==> src/rtl/irq_level_accept.sv <==
module irq_level_accept #(
  parameter int LW = 3,
  parameter int VW = 8,
  parameter int AUTO_BASE = 24
) (
  input  logic          clk,
  input  logic          rst_n,
  input  logic [LW-1:0] ipl,
  input  logic          cycle_end,
  input  logic          vec_ack,
  input  logic          vec_auto,
  input  logic [VW-1:0] vec_data,
  input  logic          rte,
  input  logic          sr_load,
  input  logic [LW+1:0] sr_in,
  output logic [LW-1:0] fc,
  output logic          take,
  output logic [VW-1:0] take_vec,
  output logic [LW-1:0] sr_mask,
  output logic          sr_super,
  output logic          sr_trace
);
  localparam logic [LW-1:0] TOP = '1;

  logic          ack_q;
  logic [LW-1:0] lvl_q;
  logic [LW+1:0] saved;

  wire hit  = cycle_end && !ack_q && (ipl != '0) && ((ipl > sr_mask) || (ipl == TOP));
  wire done = ack_q && vec_ack;

  assign fc = ack_q ? TOP : '0;

  always_ff @(posedge clk or negedge rst_n) begin
    if (!rst_n) begin
      ack_q    <= 1'b0;
      lvl_q    <= '0;
      take     <= 1'b0;
      take_vec <= '0;
      sr_mask  <= TOP;
      sr_super <= 1'b1;
      sr_trace <= 1'b0;
      saved    <= {1'b1, 1'b0, TOP};
    end else begin
      take <= done;
      if (hit) begin
        ack_q <= 1'b1;
        lvl_q <= ipl;
      end
      if (done) begin
        ack_q    <= 1'b0;
        take_vec <= vec_auto ? VW'(AUTO_BASE) + VW'(lvl_q) : vec_data;
        saved    <= {sr_super, sr_trace, sr_mask};
        sr_mask  <= lvl_q;
        sr_super <= 1'b1;
        sr_trace <= 1'b0;
      end else if (rte) begin
        {sr_super, sr_trace, sr_mask} <= saved;
      end else if (sr_load) begin
        {sr_super, sr_trace, sr_mask} <= sr_in;
      end
    end
  end
endmodule


==> config.mk <==
export PLATFORM = sky130hd
export DESIGN_NAME = irq_level_accept
export DESIGN_NICKNAME = d
export VERILOG_FILES = /design/src/rtl/irq_level_accept.sv
export SDC_FILE = /design/constraint.sdc
export NUM_CORES = 1
export LEC_CHECK = 0
export ABC_AREA = 1
export CAP_MARGIN = 30
export CORE_MARGIN = 5
export CORE_UTILIZATION = 47
export DETAILED_ROUTE_END_ITERATION = 12
export PLACE_DENSITY = 0.87
export SLEW_MARGIN = 20
export SYNTH_ARGS = -nofsm -noshare
export SYNTH_HDL_FRONTEND = slang
export SYNTH_SLANG_ARGS = --single-unit
==> constraint.sdc <==
create_clock -name clk -period 4 [get_ports clk]
set_input_delay 0.8 -clock clk [delete_from_list [all_inputs] [get_ports clk]]
set_output_delay 0.8 -clock clk [all_outputs]
set_load 0.005 [all_outputs]
======== Word-level counts from Yosys, hierarchy flattened ========
Cells that the tools add are included.
cells by class
  add/sub/neg operators ................... 1
  order comparisons ....................... 1
  eq/ne operators ......................... 1
  mux-type cells .......................... 13
  reductions and logical operators ........ 9
operators by type and width
  operator                                                       number
  3-bit 2-to-1 mux                                               4
  1-bit 2-to-1 mux                                               8
  8-bit 2-to-1 mux                                               1
  5-bit by 3-bit adder with 6-bit output (first input constant)  1
  3-bit nonzero test                                             2
  1-bit logical AND                                              4
  3-bit == test (second input constant)                          1
  3-bit greater-than comparator                                  1
  2-bit nonzero test                                             1
  1-bit logical NOT                                              1
  1-bit logical OR                                               1
storage, ports and cells
  bits in registers ....................... 23
  input bits .............................. 23
  output and inout port bits .............. 17
  logic and storage cells ................. 33

======== Longest topological paths before layout ========
  depth in word-level cells ............... 6
  gate-level depth with buffers ........... 10
  gate-level depth less buffers ........... 10

======== Worst setup path after synthesis ========
No wires, ideal clock.
  path type ............................... input port to flip-flop
  start ................................... input ipl[2]
  end ..................................... register ack_q
  setup time .............................. 0.128 ns
  arrival ................................. 1.577 ns
  path slack .............................. 2.295 ns
  cell stages on the path ................. 7
  buffers on the path ..................... 0
  path through ............................ ha_1 > a21oi_1 > nand2_1 > nand2_1 > nand2_1 > nand2_1 > o21ai_0
on the way
  cells in the longest elaborated chain, start to end .. 4
  elaborated cells on any way between the ends .. 7
  those cells by class .................... 1 x order compare; 1 x eq/ne; 5 x reduce/logical
ends and longest elaborated chain
  element                                                       line  source
  from (decl)                                                   8     input logic [LW-1:0] ipl,
  3-bit greater-than comparator, or another cell as far along   29    wire hit = cycle_end && !ack_q && (ipl != '0) && ((ipl > sr_mask) || (ipl == TOP));
  1-bit logical OR / 1-bit logical AND (equally long branches)  29
  1-bit logical AND (*)                                         29
  2-bit nonzero test (no source line) (*)                       --
  to (signal assigned)                                          36    ack_q <= 1'b0;
  to (signal assigned)                                          47    ack_q <= 1'b1;
  to (signal assigned)                                          51    ack_q <= 1'b0;
  to (decl)                                                     25    logic ack_q;
Mark *: on every way between the ends. The rest lies on a longest branch, timed or not.
A chain may end at the register's enable or synchronous reset.

======== Final worst setup path ========
  start ................................... register sr_mask[0]
  end ..................................... output sr_mask[0]
RTL lines
  element                 line  source
  from (decl)             19    output logic [LW-1:0] sr_mask,
  from (signal assigned)  54    sr_mask <= lvl_q;
  from (signal assigned)  58    {sr_super, sr_trace, sr_mask} <= saved;
  from (signal assigned)  60    {sr_super, sr_trace, sr_mask} <= sr_in;
No word-level cell between the ends.

==> run metrics <==
Power Internal 0.000628 W; CTS tree done; postcts setup bufs 0; clock tree buffer depth 2; syn_nets 159; Worst Path Buf+Inv 1; gr busiest metal met2; crit path kind flop to primary output; Placer Congestion 0.696; Post-Synth XOR/XNOR Area 0%; largest net degree at the start of global routing 26; Mapped Cells 133; Die Area 3510 µm²; die extent in x 59.3 µm; Die H 59.3 µm; Post-Synthesis Cell Area 1140 µm²; TritonRoute pass-1 iters 4; switching power total 0.000327 W; wire per inst 12.6 µm; Slew HR 68.6%; diode count 0; Max Fclk 0.459 GHz; clock latency at the later pin of the worst-skew pair 300 ps; maximum VDD drop 0.000421 V; Vias/cell 4.94; Critical Path Start Type flop; clock-pin slew on the worst setup and hold paths 120 ps; initial DRC count 21; # clock sinks 23; setup violators final 0; PD cells 623 nW/µm²; Layout Cells excl Fill 197; Max Cap Viol 0; HP Class input port to asynchronous set/reset pin; port bufs 39; Area growth, synth to finish 34.4%; RSZ-0062 raised after global routing no; mux contribution to synthesized area 0.877%; Netlist cell types 22; Crit path required time 3200 ps; crit path DAT 1380 ps; CP peak stage delay 580 ps; hpwl dp 1960 µm; DP Area 1510 µm²; sequential power share 45.4%; Least-Margin Pin Slew 472 ps; Post-Route WL 2490 µm; Switching Fraction 34.3%; Inst Count DP 193; most common cell after layout, fill and taps aside clkdlybuf4s50_1; Core ar. 2250 µm²; number of global-route vias before repair 960; final cell utilization of the core 68.0%; layout net count 196; I/O pins 40; first-pass GRT wire length 4040 µm; Clock Power Share 10.7%; H-tree Lvls 1; fin crit period 2180 ps; sequential area share after synthesis 51.3%; Row Count 17; hold_buf cts 0; cell area after layout 1530 µm²; area occupied by registers 586 µm²; fill count 194; compound-gate portion of the synthesized area 13.3%; largest delay contributor family on the critical path flip-flops; Worst path slowest cell dfstp_2; post-CTS resize count 0; multi-input logic area 453 µm²; largest family of logic cells by synthesized area simple AND/OR/NAND/NOR gates; outcome finished clean; Leak Pwr 0.715 nW; cells taking the most area after synthesis dfrtp_1 (33%), dfstp_2 (18%), nand2_1 (12%), o21ai_0 (5.7%), inv_1 (3.6%); M1 GR Usage 17.2%; post-synth top area share 32.9%; layout cells sized above 1 13.6%; critical-path cell list clkdlybuf4s50_1; Final Cycle Share 54.4%; yosys warns 0; FF+latch count, synth 23; TritonCTS Buffers 3; max-slew violations 0; Avg Synthesized Cell Area 8.58 µm²; Starting Density 50.6%; simple-gate share of the synthesized area 22.3%; vias 973; ANT nets after route 0; synthesized-area fraction occupied by adder cells 3.29%; GRT Total Usage 14.7%; Critical Path Fanout Max 4; CTS root buffer clkbuf_4; Overflow after GRT 0; drc violations 0; initial antenna violation count 0; Gate power share 44.0%; Crit. End Element primary output; most frequent cells in the layout clkdlybuf4s50_1 (38), nand2_1 (37), dfrtp_1 (15); Worst Clk Skew 2.39 ps; Yosys top cell by area dfrtp_1; Setup TNS 0 ps; grt met2 use 26.4%; Hold Violations, Final 0; M3 GR Usage 3.49%
-- metal layers --
metal	vias up	share of wire, %
li1	500	-
met2	21	51
met5	-	0
met3	2	4.6
met1	450	43
met4	0	0.76
-- logic make-up after synthesis --
group           after synthesis
flops                        23
simple gates                 60
mux                           1
compound gates               27
fa+ha+maj                     3
buf+inv                      19
-- stage by stage --
step	hold slack (ps)	total power (W)	setup WS (ps)
floorplan	447	0.000653	2290
global placement	458	0.000840	1760
detailed placement	459	0.000862	1640
CTS	480	0.000968	1810
global route	465	0.00103	1780
finish	436	0.000955	1820
-- worst paths after layout --
kind	startpoint	endpoint	slack, ps	cells past startpoint
max	sr_mask[0]	sr_mask[0]	1820	1
min	rst_n	sr_trace	440	1
max reg2reg	sr_mask[2]	ack_q	2370	8
min reg2reg	saved[4]	saved[4]	480	2
max in group asynchronous	rst_n	sr_mask[0]	3220	1
min in group clk	saved[4]	saved[4]	480	2
-- cells in the mapped netlist --
cell	number
nor2_2	1
buf_6	2
o21ai_0	13
nor3_1	1
nand2_2	4
buf_4	3
nand3_1	6
nand2_1	37
buf_2	2
dfstp_2	8
a41oi_1	1
a21oi_1	7
dfrtp_1	15
ha_1	3
nor2_1	10
inv_4	1
inv_1	11
o21ai_1	2
mux2i_1	1
nand2_4	1
a21oi_2	3
o22ai_1	1
-- registers in the layout, indices dropped and copies added, names as in the netlist --
register	cells
sr_mask	3
sr_super	1
take_vec	8
ack_q	1
saved	5
lvl_q	3
take	1
sr_trace	1
-- area by class of cell --
| type | count | share of cell area [%] |
|---|---|---|
| Sequential cell | 23 | 38.2 |
| Multi-Input combinational cell | 91 | 29.5 |
| Inverter | 12 | 3.10 |
| Tap cell | 28 | 2.28 |
| Clock buffer | 3 | 1.47 |
| Clock inverter | 1 | 0.326 |
| Timing Repair Buffer | 39 | 25.1 |
-- power by group through the flow --
stage | clock network [W] | logic [W] | registers [W]
final | 0.000102 | 0.000420 | 0.000433
after global routing | 0.000116 | 0.000468 | 0.000448
after CTS | 0.000106 | 0.000427 | 0.000434
after detailed placement | 0 | 0.000425 | 0.000437
after global placement | 0 | 0.000407 | 0.000432
after floorplan | 0 | 0.000222 | 0.000430
-- worst reg2reg max path: stages, from the launching register on --
cell     delay, ps
dfstp_2        560
inv_1           60
ha_1           310
a21oi_1        140
nand2_1         70
nand2_1         60
nand2_1         90
nand2_1        120
o21ai_0        110
Power figures use the tool's default switching activity.
